===== src/rtl/snoop_stall_injector.sv =====
module snoop_stall_injector #(
  parameter int NTRK = 8,
  parameter int DW   = 8,
  parameter int TW   = 3,
  localparam int IW  = $clog2(NTRK)
) (
  input  logic            clk,
  input  logic            rst_n,
  input  logic            req_valid,
  input  logic [TW-1:0]   req_type,
  input  logic            err_cancel,
  input  logic            lk_hit,
  input  logic            resp_valid,
  input  logic            cfg_we,
  input  logic [DW-1:0]   cfg_hit_dly,
  input  logic [DW-1:0]   cfg_miss_dly,
  output logic            lookup_req,
  output logic [IW-1:0]   lookup_id,
  output logic            snp_hit,
  output logic            snp_hitm,
  output logic [NTRK-1:0] busy
);

  typedef enum logic [3:0] {
    S_INIT, S_ERR, S_TAG, S_ST1, S_ST2, S_WAIT, S_VS1, S_VS2, S_RESP
  } trk_st_t;

  localparam logic [TW-1:0] TY_RD  = TW'(0);
  localparam logic [TW-1:0] TY_WR  = TW'(1);
  localparam logic [TW-1:0] TY_INV = TW'(2);

  function automatic logic [IW-1:0] nxt(input logic [IW-1:0] x);
    return (x == IW'(NTRK-1)) ? '0 : x + 1'b1;
  endfunction

  trk_st_t         st [NTRK];
  logic [NTRK-1:0] tok, cx, fresh;
  logic [NTRK-1:0] done, go, tagv, stv, canc;
  logic [IW-1:0]   gnt, rptr, ret_idx, scan;
  logic            ret_any, stalling;
  logic [DW-1:0]   hit_dly, miss_dly;
  logic [DW:0]     cnt, hit_even, miss_even, dly_sel;

  wire tracked = req_valid && (req_type == TY_RD || req_type == TY_WR || req_type == TY_INV);

  assign hit_even  = {1'b0, hit_dly}  + (DW+1)'(hit_dly[0]);
  assign miss_even = {1'b0, miss_dly} + (DW+1)'(miss_dly[0]);
  assign dly_sel   = lk_hit ? hit_even : miss_even;

  always_comb begin
    lookup_id = '0;
    for (int i = 0; i < NTRK; i++) begin
      done[i] = (st[i] == S_VS2);
      tagv[i] = (st[i] == S_TAG);
      stv[i]  = (st[i] == S_ST1) || (st[i] == S_ST2) || (st[i] == S_WAIT);
      busy[i] = (st[i] != S_INIT);
      canc[i] = cx[i] | (fresh[i] & err_cancel);
      if (tagv[i]) lookup_id = IW'(i);
    end
    for (int i = 0; i < NTRK; i++)
      go[i] = tok[i] | done[(i + NTRK - 1) % NTRK];
  end

  always_comb begin
    ret_any = 1'b0;
    ret_idx = rptr;
    scan    = rptr;
    for (int k = 0; k < NTRK; k++) begin
      if (!ret_any && st[scan] == S_RESP) begin
        ret_any = 1'b1;
        ret_idx = scan;
      end
      scan = nxt(scan);
    end
  end

  assign lookup_req = |tagv;
  assign stalling   = |stv;
  assign snp_hit    = stalling;
  assign snp_hitm   = stalling;

  always_ff @(posedge clk) begin
    if (!rst_n) begin
      for (int i = 0; i < NTRK; i++) st[i] <= S_INIT;
      tok      <= NTRK'(1);
      cx       <= '0;
      fresh    <= '0;
      gnt      <= '0;
      rptr     <= '0;
      cnt      <= '0;
      hit_dly  <= '0;
      miss_dly <= '0;
    end else begin
      if (cfg_we) begin
        hit_dly  <= cfg_hit_dly;
        miss_dly <= cfg_miss_dly;
      end
      if (tracked && st[gnt] == S_INIT) gnt <= nxt(gnt);
      if (resp_valid && ret_any)                 rptr <= nxt(ret_idx);
      else if (st[rptr] == S_INIT && rptr != gnt) rptr <= nxt(rptr);
      if (lookup_req)    cnt <= dly_sel;
      else if (stalling) cnt <= cnt - 1'b1;

      for (int i = 0; i < NTRK; i++) begin
        fresh[i] <= 1'b0;
        if (done[(i + NTRK - 1) % NTRK]) tok[i] <= 1'b1;
        case (st[i])
          S_INIT: if (tracked && gnt == IW'(i)) begin
            st[i]    <= S_ERR;
            fresh[i] <= 1'b1;
            cx[i]    <= 1'b0;
          end
          S_ERR: begin
            if (go[i]) begin
              tok[i] <= 1'b0;
              cx[i]  <= canc[i];
              st[i]  <= canc[i] ? S_VS2 : S_TAG;
            end else if (fresh[i] && err_cancel) begin
              cx[i] <= 1'b1;
            end
          end
          S_TAG:          st[i] <= (dly_sel == '0) ? S_VS1 : S_ST1;
          S_ST1:          st[i] <= S_ST2;
          S_ST2, S_WAIT:  st[i] <= (cnt == (DW+1)'(1)) ? S_VS1 : S_WAIT;
          S_VS1:          st[i] <= S_VS2;
          S_VS2: begin
            st[i] <= cx[i] ? S_INIT : S_RESP;
            cx[i] <= 1'b0;
          end
          S_RESP: if (resp_valid && ret_any && ret_idx == IW'(i)) st[i] <= S_INIT;
          default: st[i] <= S_INIT;
        endcase
      end
    end
  end

endmodule


===== config.mk =====
export PLATFORM = sky130hd
export DESIGN_NAME = snoop_stall_injector
export DESIGN_NICKNAME = d
export VERILOG_FILES = /design/src/rtl/snoop_stall_injector.sv
export SDC_FILE = /design/constraint.sdc
export NUM_CORES = 1
export LEC_CHECK = 0
export ABC_AREA = 1
export BUFFER_PORTS_ARGS = -buffer_cell sky130_fd_sc_hd__buf_2
export CAP_MARGIN = 40
export CORE_MARGIN = 5
export CORE_UTILIZATION = 24
export DETAILED_ROUTE_END_ITERATION = 12
export PLACE_DENSITY_LB_ADDON = 0.2
export SLEW_MARGIN = 30
export SYNTH_ARGS = -nofsm -noshare
export SYNTH_HDL_FRONTEND = slang
export SYNTH_SLANG_ARGS = --single-unit

===== constraint.sdc =====
create_clock -name clk -period 3.2 [get_ports clk]
set_clock_uncertainty 0.05 [all_clocks]
set_input_delay 0.32 -clock clk [delete_from_list [all_inputs] [get_ports clk]]
set_output_delay 0.32 -clock clk [all_outputs]
set_load 0.02 [all_outputs]

======== Word level (Yosys, flattened, before mapping) ========
Memory sizes are Yosys's and may differ from the RTL's. A register that Yosys moved wholly into a read port is not among the register bits.
Cells that the tools add are included.
storage, ports and cells
  output and inout port bits .............. 14
  bits in registers ....................... 55
  RAM bits ................................ 32
  memories ................................ 1
  input port bits ......................... 26
  logic and storage cells ................. 782
memories
  memory  depth  width  read ports  clocked after memory_dff  write ports  RTL line  source
  st      8      4      17          2                         8            36        trk_st_t st [NTRK];
cells by class
  bitwise logic cells ..................... 96
  mux-type cells .......................... 427
  reductions and logical operators ........ 118
  equal/unequal tests ..................... 113
  $add $sub $neg .......................... 12
operators with widths
  cell                   number
  $mux W4                80
  $mux W1                298
  $eq A4 B3 Y1 const B   32
  $mux W3                36
  $or A1 B1 Y1           88
  $reduce_or A9 Y1       8
  $eq A4 B2 Y1 const B   16
  $eq A4 B4 Y1 const B   16
  $eq A3 B3 Y1 const B   15
  $logic_not A4 Y1       10
  $logic_and A1 B1 Y1    35
  $eq A4 B1 Y1 const B   8
  $reduce_bool A4 Y1     8
  $add A3 B1 Y3 const B  9
  $mux W9                3
  $ne A3 B3 Y1 const B   8
  $pmux W1 S3            8
  $reduce_and A3 Y1      8
  $reduce_bool A3 Y1     8
  $add A8 B1 Y9          2
  $logic_or A1 B1 Y1     18
  $ne A2 B2 Y1 const B   8
  $reduce_or A2 Y1       8
  $reduce_or A8 Y1       2
  other kinds (11)       34

======== Depth between registers and ports, before layout ========
Gate-level depths: netlist (run 1).
An unclocked memory read counts as a cell.
  depth after elaboration ................. 32
  depth in mapped cells ................... 29
  depth with buffers taken out ............ 29

======== Worst setup path after synthesis (run 1) ========
Ideal clock, no wire load.
  path kind ............................... reg-to-reg
  start point ............................. reg rptr[0]
  end point ............................... mem st[7][0] (netlist bit), enable pin
  data required time ...................... 2835 ps
  path buffers ............................ 0
  stages on the path, launching flop included .. 22
  library setup time ...................... 315 ps
  arrival ................................. 3201 ps
  setup slack ............................. -366 ps
  period minus slack after synthesis ...... 3566 ps
  cells stage by stage .................... dfxtp_1 ha_1 ha_1 or2_2 nand2_1 nand2_1 nand2_1 nand3_1 nand2_1 inv_1 nor2_2 nand2_1 or2_4 o21ai_0 nand2_1 a21oi_1 ha_1 ha_1 nand2_1 nand2_1 nand3_1 nand4_1
RTL lines
  item                    RTL line  source
  from (decl)             39        logic [IW-1:0] gnt, rptr, ret_idx, scan;
  from (signal assigned)  99        if (resp_valid && ret_any) rptr <= nxt(ret_idx);
  from (signal assigned)  100       else if (st[rptr] == S_INIT && rptr != gnt) rptr <= nxt(rptr);
  to (decl)               36

==> results of run 1 <==
==> registers in the layout, indices dropped and copies added (netlist names), named ones only <==
register  cells
cnt           9
cx            8
fresh         8
gnt           3
hit_dly       8
miss_dly      8
rptr          3
st           32
tok           8
==> cells in the final DEF, fill, tap and decap left out, drive strengths merged, types with 4 or more instances in the layout <==
| master | synthesis | final |
|---|---|---|
| buf | 14 | 207 |
| nor4 | 8 | 8 |
| nand3b | 4 | 4 |
| o2111ai | 4 | 4 |
| clkinv | 4 | 4 |
| inv | 185 | 188 |
| nor3 | 34 | 34 |
| dfxtp | 61 | 61 |
| o211ai | 13 | 13 |
| ha | 23 | 23 |
| o21ai | 77 | 77 |
| nand4 | 26 | 26 |
| nor2 | 192 | 192 |
| clkbuf | 14 | 12 |
| edfxtp | 32 | 32 |
| nand3 | 99 | 99 |
| nand2 | 282 | 282 |
| a211oi | 6 | 6 |
| a21oi | 49 | 49 |
| o22ai | 7 | 7 |
| a31oi | 13 | 13 |
| or2 | 5 | 5 |
==> cells by family (layout without fill, tap and decap cells) <==
logic type / Yosys count / after routing / synth area share [%]
xor+xnor: 5 / 5 / 0.704
buf+inv: 217 / 412 / 11.7
compound gates: 182 / 182 / 14.3
simple gates: 657 / 657 / 39.5
fa+ha+maj: 23 / 23 / 3.95
flops: 93 / 93 / 29.9
==> repair_timing <==
item	in CTS	in global routing
hold buffers	0	0
resized for setup	81	48
buffers inserted	17	1
pin swaps	44	33
setup endpoints to repair	40	42
cloned	2	0
==> final timing paths <==
kind                         from                       to  slack, ps  depth (start not counted)
min reg2reg   cnt[0]$_SDFFE_PN0P_      cnt[0]$_SDFFE_PN0P_        440                          1
max          rptr[0]$_SDFFE_PN0N_   st[3][1]$_SDFFCE_PP0P_       -440                         24
max reg2reg  rptr[0]$_SDFFE_PN0N_   st[3][1]$_SDFFCE_PP0P_       -440                         24
min                cfg_hit_dly[2]  hit_dly[2]$_SDFFE_PN0P_        130                          3
==> through the flow <==
stage | std cells | hold WS, ps | util [%] | instance area [µm²] | setup TNS [ps]
6_report | 1762 | 128 | 33.6 | 10000 | -13520
4_1_cts | 1761 | 114 | 33.0 | 9840 | -12680
3_5_place_dp | 1727 | 426 | 30.4 | 9050 | -18890
3_3_place_gp | 1727 | 418 | 30.4 | 9050 | -17830
2_1_floorplan | 1177 | 400 | - | 7370 | -1820
5_1_grt | 1762 | 125 | 33.6 | 10000 | -20490
==> power by group <==
group	switching, W	internal [W]	total, W
Sequential	0.000251	0.00164	0.00189
Combinational	0.00591	0.00472	0.0106
Clock	0.000539	0.000641	0.00118
==> critical path: stages (launching register included) <==
cell and delay, ps:
dfxtp_4 370, ha_4 170, ha_4 170, nor2_4 140, buf_12 170, xor2_4 210, inv_2 90, nand3_2 80
nand3_2 100, nand2_4 120, buf_6 110, nand4_1 160, buf_4 200, nand2_2 50, nand2_2 50, nand2_1 50
nand2_1 50, nand2_1 80, nand2_2 90, ha_4 190, ha_4 160, inv_2 50, nor2_2 30, o21ai_2 150
nand4_1 230
==> metal layers <==
| layer | wire, µm | GRT usage, % | vias to the layer above |
|---|---|---|---|
| met2 | 12400 | 26.7 | 132 |
| met5 | 0 | 0 | - |
| met4 | 963 | 6.00 | 0 |
| li1 | - | - | 4255 |
| met3 | 615 | 1.74 | 41 |
| met1 | 12500 | 20.6 | 3748 |
==> cell type report <==
cell class / count / share of cell area [%]
inverters: 189 / 7.23
clock buffers: 12 / 2.79
repair buffers: 207 / 15.9
clock inverters: 4 / 0.400
well taps: 390 / 4.88
multi-input cells: 867 / 46.9
flip-flops and latches: 93 / 21.9
==> run_results.csv, run 1 <==
group,metric,value,unit
global_routing,grt.total_usage,15.7,%
detailed_routing,drtPass1Iterations,5,
final_layout,layout.nets,1416,
timing,max_freq,274,MHz
die,initial_core_util,24.5,%
final_layout,antenna_cells,0,
cts,worstSkewPairLatency,360,ps
place,hpwl,21.4,mm
logic_synthesis,synth_top_area_share,16.7,%
status,status,"finished, violations left",
timing,hold_violations,0,
detailed_routing,routed_wirelength,26.4,mm
detailed_routing,drc,0,
timing,slew_headroom,54.8,%
logic_synthesis,synth_top_area_cell,"dfxtp_1",
logic_synthesis,ys_seq_area_share,29.9,%
global_routing,grt_overflow_total,0,
logic_synthesis,synth_common_cells,"270 x nand2_1, 188 x nor2_1, 179 x inv_1",
detailed_routing,dr.first_iter.drc_count,416,
logic_synthesis,syn_inst,1177,
cts,cts_num_sinks,93,
die,die_h,184,µm
timing,worstMarginPinSlew,678,ps
run,maxCapViolCount,0,
detailed_routing,num_vias,8176,
logic_synthesis,synth_area_leaders,"dfxtp_1 17%, nand2_1 14%, edfxtp_1 13%",
place,gp_congestion,0.941,
cts,htreeDepth,3,
logic_synthesis,netlist_area,7290,µm²
place,dp_slack,-602,ps
logic_synthesis,yosysUniqueCellTypes,55,
die,rows,63,
logic_synthesis,ys.flop_type,"dfxtp_1",
critical_path,critical_path_arrival,3640,ps
timing,timing.final.ws_setup,-444,ps
timing,drv_slew,0,
final_layout,register_area,2190,µm²
global_routing,grt_pass1_wl,42.5,mm
global_routing,grt_pass1_vias,8032,
critical_path,critPathRequiredTime,3190,ps
power,ir_drop,718,µV
die,die_w,184,µm
detailed_routing,ant_nets,0,
power,power.total,0.0137,W
power,p_leak,4.64,nW
timing,rsz0062_at_grt,"yes",
logic_synthesis,postSynthAreaPerCell,6.20,µm²
cts,clk_path_buf_depth,2,
logic_synthesis,synth_edf_count,32,
critical_path,path_class,"reg2reg",
hold_path,min_path_type,"in2reg",
logic_synthesis,synth-seq-cells,93,
status,violations,"setup timing",
cts,cts_buffers,9,
logic_synthesis,yosysWarnings,0,
cts,cts.clk_slew.worst_paths,80,ps
logic_synthesis,syn-num-nets,1226,
final_layout,area_growth,37.3,%
logic_synthesis,synthArstFlopShare,0,%
cts,cts_root_buffer,"clkbuf_16",
timing,setup_violations,40,
critical_path,crit_fanout,14,
critical_path,critPathLaunchType,"register",
place,numPortBuffers,39,
detailed_routing,vias_per_cell,4.64,
die,dieArea,34000,µm²
die,core,29800,µm²
timing,min_period_over_period,114,%
logic_synthesis,post-synth-top-count-cell,"nand2_1",
final_layout,fillers,3263,
cts,cts_tree,"yes",
critical_path,cp-end-kind,"register",
detailed_routing,wl_per_cell,15.0,µm
global_routing,antenna_found_initial,0,
die,ios,40,
final_layout,multiInputGateArea,4690,µm²
final_layout,drive_gt1_share,25.1,%
power,p_per_area,1370,nW/µm²
global_routing,grt_max_degree,35,
timing,min_period,3640,ps
Note: power is estimated with default switching activity, not from simulation.
==> inputs of run 2 (changes only) <==
- SETUP_SLACK_MARGIN: unset -> 0.02
- SKIP_LAST_GASP: unset -> 1
- SLEW_MARGIN: 30 -> 40
==> run 2 against run 1 <==
Against the previous run:
- the flow still finishes with violations (setup timing)
- core utilization increased by 0.18 points
- critical path depth decreased by 1
- via count increased by 1.1%
- routed wire length increased by 1.4%
- flip-flop and latch count unchanged
- global-route usage decreased by 0.11 points
- sequential power about the same
- clock power increased by 3%
- first-iteration DRC count increased by 21%
- setup slack got worse by 96 ps
- largest cell class unchanged
- largest power group unchanged
==> run_results.csv, run 2 (same netlist as run 1, synthesis figures left out) <==
group,metric,value,unit
final_layout,fillers,3284,
status,status,"finished, violations left",
global_routing,grt_overflow_total,0,
critical_path,r2r_slack,-540,ps
cts,htreeDepth,3,
critical_path,reg2regPathDepth,23,
final_layout,layout_common_cells,"237 x nand2_1, 181 x nor2_1, 167 x inv_1, 165 x buf_4, 75 x nand3_1",
critical_path,crit_fanout,7,
final_layout,layout.nets,1424,
final_layout,antenna_cells,0,
die,die_h,184,µm
die,initial_core_util,24.5,%
power,switching_share,49.9,%
timing,slew_headroom,55.8,%
power,p_comb_share,77.0,%
place,numPortBuffers,39,
global_routing,grt_pass1_vias,8011,
cts,cts_root_buffer,"clkbuf_16",
place,gp_congestion,0.887,
hold_path,worstHoldPathCells,3,
die,dieArea,34000,µm²
place,dpl_cell_area,9120,µm²
critical_path,r2r-start,"rptr[0]$_SDFFE_PN0N_",
final_layout,largest_register,"st",
power,p_leak,4.68,nW
place,dp_slack,-584,ps
run,maxCapViolCount,0,
detailed_routing,drc,0,
cts,cts_num_sinks,93,
critical_path,critPathLaunchType,"register",
die,rows,63,
die,die_w,184,µm
hold_path,min_path_type,"in2reg",
timing,rsz0062_at_grt,"yes",
hold_path,hold_path_end,"hit_dly[1]$_SDFFE_PN0P_",
power,ir_drop,607,µV
timing,hold_violations,0,
timing,min_period,3740,ps
global_routing,grt_max_degree,49,
timing,min_period_over_period,117,%
global_routing,grt.total_usage,15.6,%
critical_path,path_class,"reg2reg",
detailed_routing,ant_nets,0,
die,core,29800,µm²
final_layout,register_area,2190,µm²
cts,cts.clk_slew.worst_paths,90,ps
final_layout,layout.cells.non_filler,1770,
timing,setup_violations,40,
final_layout,final_area,10100,µm²
detailed_routing,vias_per_cell,4.67,
detailed_routing,routed_wirelength,26.8,mm
critical_path,critPathRequiredTime,3190,ps
power,pwr-share-seq,14.0,%
cts,holdBufCountCts,0,
place,hpwl,21.3,mm
power,p_per_area,1350,nW/µm²
final_layout,multiInputGateArea,4730,µm²
die,ios,40,
critical_path,critical_path_arrival,3730,ps
cts,worstSkewPairLatency,360,ps
critical_path,path_delay_family,"simple AND/OR/NAND/NOR gates",
hold_path,min_from,"cfg_hit_dly[1]",
status,violations,"setup timing",
critical_path,cp_num_buf_inv,3,
detailed_routing,num_vias,8266,
cts,cts_tree,"yes",
global_routing,grt_pass1_wl,42.3,mm
power,p_switching,0.00680,W
detailed_routing,drtPass1Iterations,5,
final_layout,largest_register_ffs,32,
place,place_inst,1735,
critical_path,path_common_cell,"ha_4",
critical_path,cp-end-kind,"register",
critical_path,cp_cell_sequence,"ha_4 -> ha_4 -> nor2_4 -> buf_6 -> nand2_2 -> nand3_2 -> nand2_2 -> nand4_2 -> nand2_4 -> nor2_4 -> buf_4 -> nand4_1 -> nand3_2 -> nand3_2 -> o21ai_2 -> nand2_2 -> a21oi_4 -> ha_4 -> ha_4 -> inv_1 -> nor2_2 -> o21ai_2 -> nand4_1",
detailed_routing,wl_per_cell,15.1,µm
critical_path,slowest_delay,370,ps
timing,max_freq,267,MHz
final_layout,largestRegisters,"st (32), cnt (9)",
cts,clk_path_buf_depth,2,
timing,drv_slew,0,
detailed_routing,dr.first_iter.drc_count,502,
critical_path,r2r-end,"st[3][3]$_SDFFCE_PP0P_",
critical_path,slowest_stage,"dfxtp_4",
global_routing,antenna_found_initial,0,
timing,timing.final.ws_setup,-540,ps
final_layout,area_growth,38.0,%
timing,worstMarginPinSlew,659,ps
final_layout,final_common_cell,"nand2_1",
final_layout,drive_gt1_share,26.2,%
power,p_clk_share,9.0,%
cts,cts_buffers,9,
power,p_int,0.00682,W
## run 2: cell types whose count changed in the layout (fill, tap and decap cells not counted), sizes merged
cell	before	now
buf	207	215
bufinv	0	1
clkbuf	12	11
## run 2: how the worst max path moves through the flow
stage,start,end,cells past startpoint
after global placement,rptr[0]$_SDFFE_PN0N_,st[7][3]$_SDFFCE_PP0P_,23
after floorplan,rptr[0]$_SDFFE_PN0N_,st[7][0]$_SDFFCE_PP0P_,23
final,rptr[0]$_SDFFE_PN0N_,st[3][3]$_SDFFCE_PP0P_,23
after detailed placement,rptr[0]$_SDFFE_PN0N_,st[7][3]$_SDFFCE_PP0P_,23
after CTS,rptr[0]$_SDFFE_PN0N_,st[3][3]$_SDFFCE_PP0P_,24
after global routing,rptr[0]$_SDFFE_PN0N_,st[3][3]$_SDFFCE_PP0P_,22
## run 2: worst min-delay path: stages
cell and delay, ps:
buf_2 70, nor2_1 30, nor2_1 80
## run 2: cell type report
type	count	area share, %
clock buffers	11	2.52
repair buffers	215	16.0
multi-input cells	867	47.0
inverters	189	7.14
flip-flops and latches	93	21.8
clock inverters	5	0.696
well taps	390	4.85
## run 2: power by group through the flow
| stage | combinational, W | sequential (W) | clock, W |
|---|---|---|---|
| floorplan | 0.00464 | 0.00191 | 0 |
| global placement | 0.00832 | 0.00193 | 0 |
| detailed placement | 0.00826 | 0.00193 | 0 |
| CTS | 0.00955 | 0.00191 | 0.00126 |
| global route | 0.0115 | 0.00196 | 0.00129 |
| finish | 0.0105 | 0.00191 | 0.00122 |
## run 2: repair_timing
action                                  in CTS  in global routing
gates cloned                                 3                  0
setup buffers                               14                  5
endpoints found under the setup margin      40                 42
gates resized for setup                     83                 55
pin swaps                                   16                 41
## run 2: through the flow
step	total power [W]	TNS, ps	hold WS [ps]	util (%)
5_1_grt	0.0147	-23500	134	33.8
3_3_place_gp	0.0103	-17860	416	30.6
6_report	0.0136	-16210	135	33.8
3_5_place_dp	0.0102	-19250	425	30.6
2_1_floorplan	0.00655	-1820	400	-
4_1_cts	0.0127	-13430	122	33.2
## run 2: layer usage
metal	up-vias	GRT usage (%)	wire, µm
met3	37	1.86	826
li1	4258	-	-
met2	170	26.8	12800
met4	0	4.47	647
met1	3801	20.7	12500
met5	-	0	0
